**src/rtl/ks_pkg.sv**
```systemverilog
`timescale 1ns/1ps
package ks_pkg;
  parameter int WORD_W = 32;
  parameter logic [WORD_W-1:0] FILL_BASE = 32'hB7E15163;
  parameter logic [WORD_W-1:0] FILL_STEP = 32'h9E3779B9;
  localparam int ROT_W = $clog2(WORD_W);

  typedef enum logic [1:0] {PH_IDLE, PH_FILL, PH_MIX, PH_DONE} phase_t;

  function automatic logic [WORD_W-1:0] rotl(input logic [WORD_W-1:0] v,
                                              input logic [ROT_W-1:0] s);
    logic [2*WORD_W-1:0] dbl;
    dbl = {v, v} << s;
    return dbl[2*WORD_W-1:WORD_W];
  endfunction

  // length code -> number of key words
  function automatic logic [3:0] code_words(input logic [1:0] code);
    case (code)
      2'd0:    return 4'd4;
      2'd1:    return 4'd6;
      default: return 4'd8;
    endcase
  endfunction
endpackage

```
**src/rtl/ks_ctrl.sv**
```systemverilog
`timescale 1ns/1ps
module ks_ctrl import ks_pkg::*; #(
  parameter int TABLE_N = 44,
  parameter int MIX_STEPS = 3 * TABLE_N,
  parameter int KEY_W = 3,
  localparam int IDX_W = $clog2(TABLE_N),
  localparam int CNT_W = $clog2(MIX_STEPS + 1)
) (
  input  logic             clk,
  input  logic             rst_n,
  input  logic             start,
  input  logic [1:0]       key_len,
  output logic             busy,
  output logic             done,
  output logic             accept,
  output logic             fill_we,
  output logic             mix_we,
  output logic [IDX_W-1:0] tbl_idx,
  output logic [KEY_W-1:0] key_idx
);
  phase_t           phase_q, phase_d;
  logic [CNT_W-1:0] cnt_q, cnt_d;
  logic [IDX_W-1:0] ti_q, ti_d;
  logic [KEY_W-1:0] kj_q, kj_d;
  logic [KEY_W:0]   nw_q, nw_d;
  logic             adv;

  assign accept = start && (phase_q == PH_IDLE || phase_q == PH_DONE);
  assign adv    = accept || phase_q == PH_FILL || phase_q == PH_MIX;

  always_comb begin
    phase_d = phase_q;
    cnt_d   = cnt_q;
    ti_d    = ti_q;
    kj_d    = kj_q;
    nw_d    = nw_q;
    case (phase_q)
      PH_FILL: begin
        if (cnt_q == CNT_W'(TABLE_N - 1)) begin
          phase_d = PH_MIX;
          cnt_d   = '0;
        end else begin
          cnt_d = cnt_q + 1'b1;
        end
      end
      PH_MIX: begin
        cnt_d = cnt_q + 1'b1;
        ti_d  = (ti_q == IDX_W'(TABLE_N - 1)) ? '0 : ti_q + 1'b1;
        kj_d  = ({1'b0, kj_q} == nw_q - 1'b1) ? '0 : kj_q + 1'b1;
        if (cnt_q == CNT_W'(MIX_STEPS - 1)) phase_d = PH_DONE;
      end
      default: begin
        if (accept) begin
          phase_d = PH_FILL;
          cnt_d   = '0;
          ti_d    = '0;
          kj_d    = '0;
          nw_d    = (KEY_W + 1)'(code_words(key_len));
        end
      end
    endcase
  end

  always_ff @(posedge clk or negedge rst_n) begin
    if (!rst_n) begin
      phase_q <= PH_IDLE;
      cnt_q   <= '0;
      ti_q    <= '0;
      kj_q    <= '0;
      nw_q    <= '0;
    end else if (adv) begin
      phase_q <= phase_d;
      cnt_q   <= cnt_d;
      ti_q    <= ti_d;
      kj_q    <= kj_d;
      nw_q    <= nw_d;
    end
  end

  assign busy    = phase_q == PH_FILL || phase_q == PH_MIX;
  assign done    = phase_q == PH_DONE;
  assign fill_we = phase_q == PH_FILL;
  assign mix_we  = phase_q == PH_MIX;
  assign tbl_idx = (phase_q == PH_FILL) ? cnt_q[IDX_W-1:0] : ti_q;
  assign key_idx = kj_q;

  assert_busy_after_start_R3: assert property (@(posedge clk) disable iff (!rst_n)
    (start && !busy) |=> (busy && !done));
  assert_done_excl_busy_R5: assert property (@(posedge clk) disable iff (!rst_n)
    !(done && busy));
  assert_mix_seq_R9: assert property (@(posedge clk) disable iff (!rst_n)
    (mix_we && cnt_q != CNT_W'(MIX_STEPS - 1)) |=> (mix_we && cnt_q == $past(cnt_q) + 1'b1));
  assert_done_hold_R11: assert property (@(posedge clk) disable iff (!rst_n)
    (done && !start) |=> done);
  assert_i_wrap_R8: assert property (@(posedge clk) disable iff (!rst_n)
    (mix_we && ti_q == IDX_W'(TABLE_N - 1) && cnt_q != CNT_W'(MIX_STEPS - 1)) |=> ti_q == '0);
endmodule

```
**src/rtl/ks_table.sv**
```systemverilog
`timescale 1ns/1ps
module ks_table import ks_pkg::*; #(
  parameter int TABLE_N = 44,
  localparam int IDX_W = $clog2(TABLE_N)
) (
  input  logic              clk,
  input  logic              rst_n,
  input  logic              init,
  input  logic              fill_we,
  input  logic              mix_we,
  input  logic [IDX_W-1:0]  idx,
  input  logic [WORD_W-1:0] mix_data,
  output logic [WORD_W-1:0] cur,
  input  logic [IDX_W-1:0]  rd_addr,
  output logic [WORD_W-1:0] rd_data
);
  logic [WORD_W-1:0] ent_q [TABLE_N];
  logic [WORD_W-1:0] fill_q, fill_d, wdata;

  always_comb begin
    fill_d = fill_q;
    if (init)         fill_d = FILL_BASE;
    else if (fill_we) fill_d = fill_q + FILL_STEP;
  end

  always_ff @(posedge clk or negedge rst_n) begin
    if (!rst_n)                fill_q <= '0;
    else if (init || fill_we)  fill_q <= fill_d;
  end

  assign wdata = fill_we ? fill_q : mix_data;

  for (genvar e = 0; e < TABLE_N; e++) begin : g_ent
    logic we_e;
    assign we_e = (fill_we || mix_we) && idx == IDX_W'(e);
    always_ff @(posedge clk) begin
      if (we_e) ent_q[e] <= wdata;
    end
  end

  assign cur     = (idx < IDX_W'(TABLE_N)) ? ent_q[idx] : '0;
  assign rd_data = (rd_addr < IDX_W'(TABLE_N)) ? ent_q[rd_addr] : '0;

  assert_fill_first_R4: assert property (@(posedge clk) disable iff (!rst_n)
    (fill_we && idx == '0) |-> fill_q == FILL_BASE);
  assert_idx_range_R6: assert property (@(posedge clk) disable iff (!rst_n)
    (fill_we || mix_we) |-> idx < IDX_W'(TABLE_N));
endmodule

```
**src/rtl/ks_keyregs.sv**
```systemverilog
`timescale 1ns/1ps
module ks_keyregs import ks_pkg::*; #(
  parameter int KEY_N = 8,
  localparam int KEY_W = $clog2(KEY_N)
) (
  input  logic              clk,
  input  logic              rst_n,
  input  logic              ld_en,
  input  logic [KEY_W-1:0]  ld_addr,
  input  logic [WORD_W-1:0] ld_data,
  input  logic              mix_we,
  input  logic [KEY_W-1:0]  mix_idx,
  input  logic [WORD_W-1:0] mix_data,
  output logic [WORD_W-1:0] cur
);
  logic [WORD_W-1:0] kw_q [KEY_N];

  for (genvar k = 0; k < KEY_N; k++) begin : g_kw
    logic ld_k, mx_k;
    assign ld_k = ld_en && ld_addr == KEY_W'(k);
    assign mx_k = mix_we && mix_idx == KEY_W'(k);
    always_ff @(posedge clk) begin
      if (mx_k)      kw_q[k] <= mix_data;
      else if (ld_k) kw_q[k] <= ld_data;
    end
  end

  assign cur = kw_q[mix_idx];

  assert_no_load_busy_R10: assert property (@(posedge clk) disable iff (!rst_n)
    ld_en |-> !mix_we);
endmodule

```
**src/rtl/rkey_expand.sv**
```systemverilog
`timescale 1ns/1ps
module rkey_expand import ks_pkg::*; #(
  parameter int TABLE_N = 44,
  parameter int KEY_N = 8,
  localparam int IDX_W = $clog2(TABLE_N),
  localparam int KEY_W = $clog2(KEY_N)
) (
  input  logic              clk,
  input  logic              rst_n,
  input  logic              key_we,
  input  logic [KEY_W-1:0]  key_addr,
  input  logic [WORD_W-1:0] key_word,
  input  logic [1:0]        key_len,
  input  logic              start,
  output logic              busy,
  output logic              done,
  input  logic [IDX_W-1:0]  rk_addr,
  output logic [WORD_W-1:0] rk_data
);
  logic              rst_s1_q, rst_s2_q;
  logic              accept, fill_we, mix_we;
  logic [IDX_W-1:0]  tbl_idx;
  logic [KEY_W-1:0]  key_idx;
  logic [WORD_W-1:0] s_cur, l_cur, a_q, b_q, a_d, b_d;
  logic [WORD_W-1:0] sum_ab, a_new, sum_nb, b_new;

  // reset: asserted at once, released on the clock
  always_ff @(posedge clk or negedge rst_n) begin
    if (!rst_n) {rst_s2_q, rst_s1_q} <= 2'b00;
    else        {rst_s2_q, rst_s1_q} <= {rst_s1_q, 1'b1};
  end

  ks_ctrl #(.TABLE_N(TABLE_N), .KEY_W(KEY_W)) ctrl_i (
    .clk(clk), .rst_n(rst_s2_q), .start(start), .key_len(key_len),
    .busy(busy), .done(done), .accept(accept), .fill_we(fill_we),
    .mix_we(mix_we), .tbl_idx(tbl_idx), .key_idx(key_idx));

  ks_table #(.TABLE_N(TABLE_N)) table_i (
    .clk(clk), .rst_n(rst_s2_q), .init(accept), .fill_we(fill_we),
    .mix_we(mix_we), .idx(tbl_idx), .mix_data(a_new), .cur(s_cur),
    .rd_addr(rk_addr), .rd_data(rk_data));

  ks_keyregs #(.KEY_N(KEY_N)) keys_i (
    .clk(clk), .rst_n(rst_s2_q), .ld_en(key_we && !busy), .ld_addr(key_addr),
    .ld_data(key_word), .mix_we(mix_we), .mix_idx(key_idx),
    .mix_data(b_new), .cur(l_cur));

  // one mixing step
  always_comb begin
    sum_ab = s_cur + a_q + b_q;
    a_new  = rotl(sum_ab, ROT_W'(3));
    sum_nb = a_new + b_q;
    b_new  = rotl(l_cur + sum_nb, sum_nb[ROT_W-1:0]);
    a_d    = accept ? '0 : a_new;
    b_d    = accept ? '0 : b_new;
  end

  always_ff @(posedge clk or negedge rst_s2_q) begin
    if (!rst_s2_q) begin
      a_q <= '0;
      b_q <= '0;
    end else if (accept || mix_we) begin
      a_q <= a_d;
      b_q <= b_d;
    end
  end

  assert_acc_clear_R6: assert property (@(posedge clk) disable iff (!rst_s2_q)
    accept |=> (a_q == '0 && b_q == '0));
endmodule

```
**config.mk**
```make
export PLATFORM = sky130hd
export DESIGN_NAME = rkey_expand
export DESIGN_NICKNAME = d
export VERILOG_FILES = /design/src/rtl/ks_pkg.sv /design/src/rtl/ks_ctrl.sv /design/src/rtl/ks_table.sv /design/src/rtl/ks_keyregs.sv /design/src/rtl/rkey_expand.sv
export SDC_FILE = /design/constraint.sdc
export NUM_CORES = 2
export LEC_CHECK = 0
export BUFFER_PORTS_ARGS = -buffer_cell sky130_fd_sc_hd__clkbuf_2
export CELL_PAD_IN_SITES_DETAIL_PLACEMENT = 0
export CELL_PAD_IN_SITES_GLOBAL_PLACEMENT = 1
export CORE_MARGIN = 2
export CORE_UTILIZATION = 30
export CTS_BUF_LIST = sky130_fd_sc_hd__clkbuf_4
export DETAILED_ROUTE_END_ITERATION = 8
export PLACE_DENSITY = 0.52
export RECOVER_POWER = 100
export SETUP_SLACK_MARGIN = 0.05
export SLEW_MARGIN = 20
export SYNTH_ARGS = -nofsm -noshare
export SYNTH_HDL_FRONTEND = slang
export SYNTH_SLANG_ARGS = --single-unit
```
**constraint.sdc**
```tcl
create_clock -name clk -period 13.2 [get_ports clk]
set_clock_uncertainty 0.1 [all_clocks]
set_input_delay 2.64 -clock clk [delete_from_list [all_inputs] [get_ports clk]]
set_output_delay 2.64 -clock clk [all_outputs]
set_load 0.005 [all_outputs]
```
==> impl_metrics.env <==
export IMPL_ioPinCount=81
export IMPL_design_core_area_um2=308000
export IMPL_timing_final_hold_violations=0
export IMPL_synth_cell_types=108
export IMPL_layout_commonest_cell="edfxtp_1"
export IMPL_die_area_um2=313000
export IMPL_path_buf_inv=4
export IMPL_worstSetupPathType="reg -> reg"
export IMPL_cts_max_level=6
export IMPL_final_cell_mix="1664 x edfxtp_1, 844 x mux4_2, 733 x clkbuf_4"
export IMPL_crit_path_end_kind="flip-flop"
export IMPL_min_delay_path_class="reg -> reg"
export IMPL_start_util=0.301
export IMPL_antenna_found_initial=10
export IMPL_p_comb_frac=0.032
export IMPL_worst_slack_ps=576
export IMPL_internal_power_uw=9130
export IMPL_grt_pass1_vias=61889
export IMPL_drcViolationCount=0
export IMPL_setup_viol=0
export IMPL_final_core_util=0.345
export IMPL_first_pass_iters=5
export IMPL_status="finished, violations left"
export IMPL_ir_drop_uv=66.1
export IMPL_grt_pass1_wl_um=461000
export IMPL_final_layout_size_suffix_gt1_frac=0.334
export IMPL_port_buffers=80
export IMPL_dp_hpwl_um=201000
export IMPL_overflow=0
export IMPL_synthArstFlopShare=0.0673
export IMPL_yosysSeqAreaShare=0.572
export IMPL_cpMostUsedCell="a21oi_1"
export IMPL_maxCapViolCount=11
export IMPL_track_usage=0.203
export IMPL_clockBufferDepth=4
export IMPL_post_drt_wl_per_cell_um=29.7
export IMPL_max_freq_ghz=0.0792
export IMPL_vias=60574
export IMPL_slowest_stage="o22ai_1"
export IMPL_viasPerCell=5.50
export IMPL_syn_area_per_cell_um2=15.2
export IMPL_power_net_switching_uw=2770
export IMPL_path_max_fanout=26
export IMPL_fin_nets=6706
export IMPL_clk_insertion_delay_late_ps=1520
export IMPL_tightest_slew_ps=3940
export IMPL_maxSlewHeadroom=-1.62
export IMPL_cpPeakStageDelay_ps=560
export IMPL_cp_start_kind="flip-flop"
export IMPL_cp_arrival_ps=13650
export IMPL_clock_sinks=1784
export IMPL_drt_iter0_markers=5471
export IMPL_setup_tns_ps=0
export IMPL_timing_hold_ws_ps=257
export IMPL_rsz0062_at_grt="yes"
export IMPL_syn_inst=6097
export IMPL_syn_nets=6282
export IMPL_cellPowerDensity_nw_per_um2=112
export IMPL_period_share=0.956
export IMPL_required_ps=14230
export IMPL_finalPower_uw=11900
export IMPL_syn_to_final_growth_pct=14.7
export IMPL_clockRootBuffer="clkbuf_4"
export IMPL_ant_nets=0
export IMPL_place_ws_ps=52.8
export IMPL_fillers=29969
export IMPL_synth_enable_flop_cells=1664
export IMPL_yosys_register_bits=1784
export IMPL_die_w_um=560
export IMPL_critPathTopFamily="compound AO/OA/AOI/OAI gates"
export IMPL_gp_routability_congestion=0.889
export IMPL_syn_area_um2=92600
export IMPL_ys_flop_type="edfxtp_1"
export IMPL_clockPowerShare=0.456
export IMPL_finalCriticalPeriod_ps=12620
export IMPL_seqPwrFrac=0.512
export IMPL_cts_buffers=518
export IMPL_clk_pin_slew_worst_paths_ps=70
export IMPL_leakage_uw=0.0358
export IMPL_p_sw_frac=0.233
export IMPL_cts_tree="done"
export IMPL_maxSlewViolCount=398
export IMPL_die_y_um=560
export IMPL_grt_max_degree=120
export IMPL_num_rows=204
export IMPL_routed_wl_um=327000
export IMPL_ys_warn_count=0
export IMPL_violations="max-capacitance violations, max-slew violations"
==> what timing repair did <==
action                                  CTS  global route
cloned                                    0             1
resized for setup                         5            30
pin swaps                                 0             2
endpoints found under the setup margin   18           288
hold buffers                              0             0
buffers inserted                          0             5
==> final cells by class <==
cell class	count	area (µm²)	share of cell area
clock inverters	159	1180	0.0111
diodes	8	20.0	0.000188
clock buffers	733	5500	0.0518
multi-input cells	3768	38200	0.360
repair buffers	340	2810	0.0265
well taps	4120	5150	0.0485
inverters	109	409	0.00385
flip-flops and latches	1784	53000	0.499
==> cells by family after synthesis <==
kind of cell	after synthesis	share of synthesized area
flops	1784	0.572
buf+inv	546	0.0231
mux	1123	0.238
simple gates	1418	0.0661
fa+ha+maj	138	0.0214
compound gates	979	0.0696
xor+xnor	108	0.0103
other cells	1	0.0000405
==> path summary, 6_finish.rpt <==
check	slack, ps	depth (start not counted)	startpoint	endpoint
worst max-delay path	580	46	ctrl_i.phase_q[1]$_DFFE_PN0P_	keys_i.kw_q[6][9]$_DFFE_PP_
worst min-delay path	260	0	rst_s1_q$_DFF_PN0_	rst_s2_q$_DFF_PN0_
worst max register to register	580	46	ctrl_i.phase_q[1]$_DFFE_PN0P_	keys_i.kw_q[6][9]$_DFFE_PP_
worst min register to register	260	0	rst_s1_q$_DFF_PN0_	rst_s2_q$_DFF_PN0_
max in group asynchronous	8020	1	rst_s2_q$_DFF_PN0_	b_q[12]$_DFFE_PN0N_
min in group asynchronous	580	0	rst_s2_q$_DFF_PN0_	a_q[19]$_DFFE_PN0N_
==> power groups by stage <==
stage               logic (µW)  registers (µW)  clock network [µW]
floorplan                  239            6210                   0
global placement           399            6210                   0
detailed placement         398            6210                   0
CTS                        399            6090                5620
global route               408            6090                5890
finish                     386            6090                5420
==> registers in the layout, indices dropped and copies added (netlist names) <==
signal / count
ctrl_i.key_idx: 3
a_q: 32
b_q: 32
keys_i.kw_q: 256
ctrl_i.nw_q: 3
ctrl_i.phase_q: 2
table_i.fill_q: 32
ctrl_i.ti_q: 6
rst_s2_q: 1
rst_s1_q: 1
ctrl_i.cnt_q: 8
table_i.ent_q: 1408
==> Yosys cell counts (8+ instances only) <==
cell type,number,share of area
a211o_1,13,0.0012
a211oi_1,48,0.0039
a21o_1,51,0.0041
a21oi_1,294,0.016
a221oi_1,12,0.0011
a22oi_1,10,0.00081
a31oi_1,101,0.0068
and2_1,17,0.0011
and3_1,59,0.0040
buf_1,112,0.0045
buf_2,47,0.0025
clkbuf_1,271,0.011
dfrtp_1,120,0.032
edfxtp_1,1664,0.54
fa_1,34,0.0073
ha_1,104,0.014
inv_1,105,0.0043
mux2_2,154,0.019
mux2i_1,123,0.013
mux4_2,844,0.21
nand2_1,691,0.028
nand2b_1,18,0.0012
nand3_1,125,0.0068
nand4_1,25,0.0017
nor2_1,352,0.014
nor2b_1,10,0.00068
nor3_1,55,0.0030
nor4_1,9,0.00061
o211ai_1,13,0.0011
o21a_1,33,0.0027
o21ai_0,159,0.0086
o21ai_1,22,0.0012
o21bai_1,12,0.00097
o221ai_1,13,0.0012
o22ai_1,63,0.0043
o31ai_1,16,0.0013
or2_2,8,0.00054
or3_1,20,0.0014
xnor2_1,72,0.0068
xor2_1,35,0.0033
==> per-layer routing <==
| layer | track usage | up-vias | part of all wire |
|---|---|---|---|
| li1 | - | 25746 | - |
| met1 | 0.280 | 32101 | 0.44 |
| met2 | 0.332 | 2214 | 0.48 |
| met3 | 0.0301 | 511 | 0.058 |
| met4 | 0.0594 | 2 | 0.026 |
| met5 | 0 | - | 0.000034 |
==> through the flow <==
step	instances	cell area (µm²)
6_report	11021	106000
5_1_grt	11021	106000
4_1_cts	11007	106000
3_5_place_dp	10115	99400
3_3_place_gp	10114	99400
2_1_floorplan	6097	92600
Power figures use the tool's default switching activity.
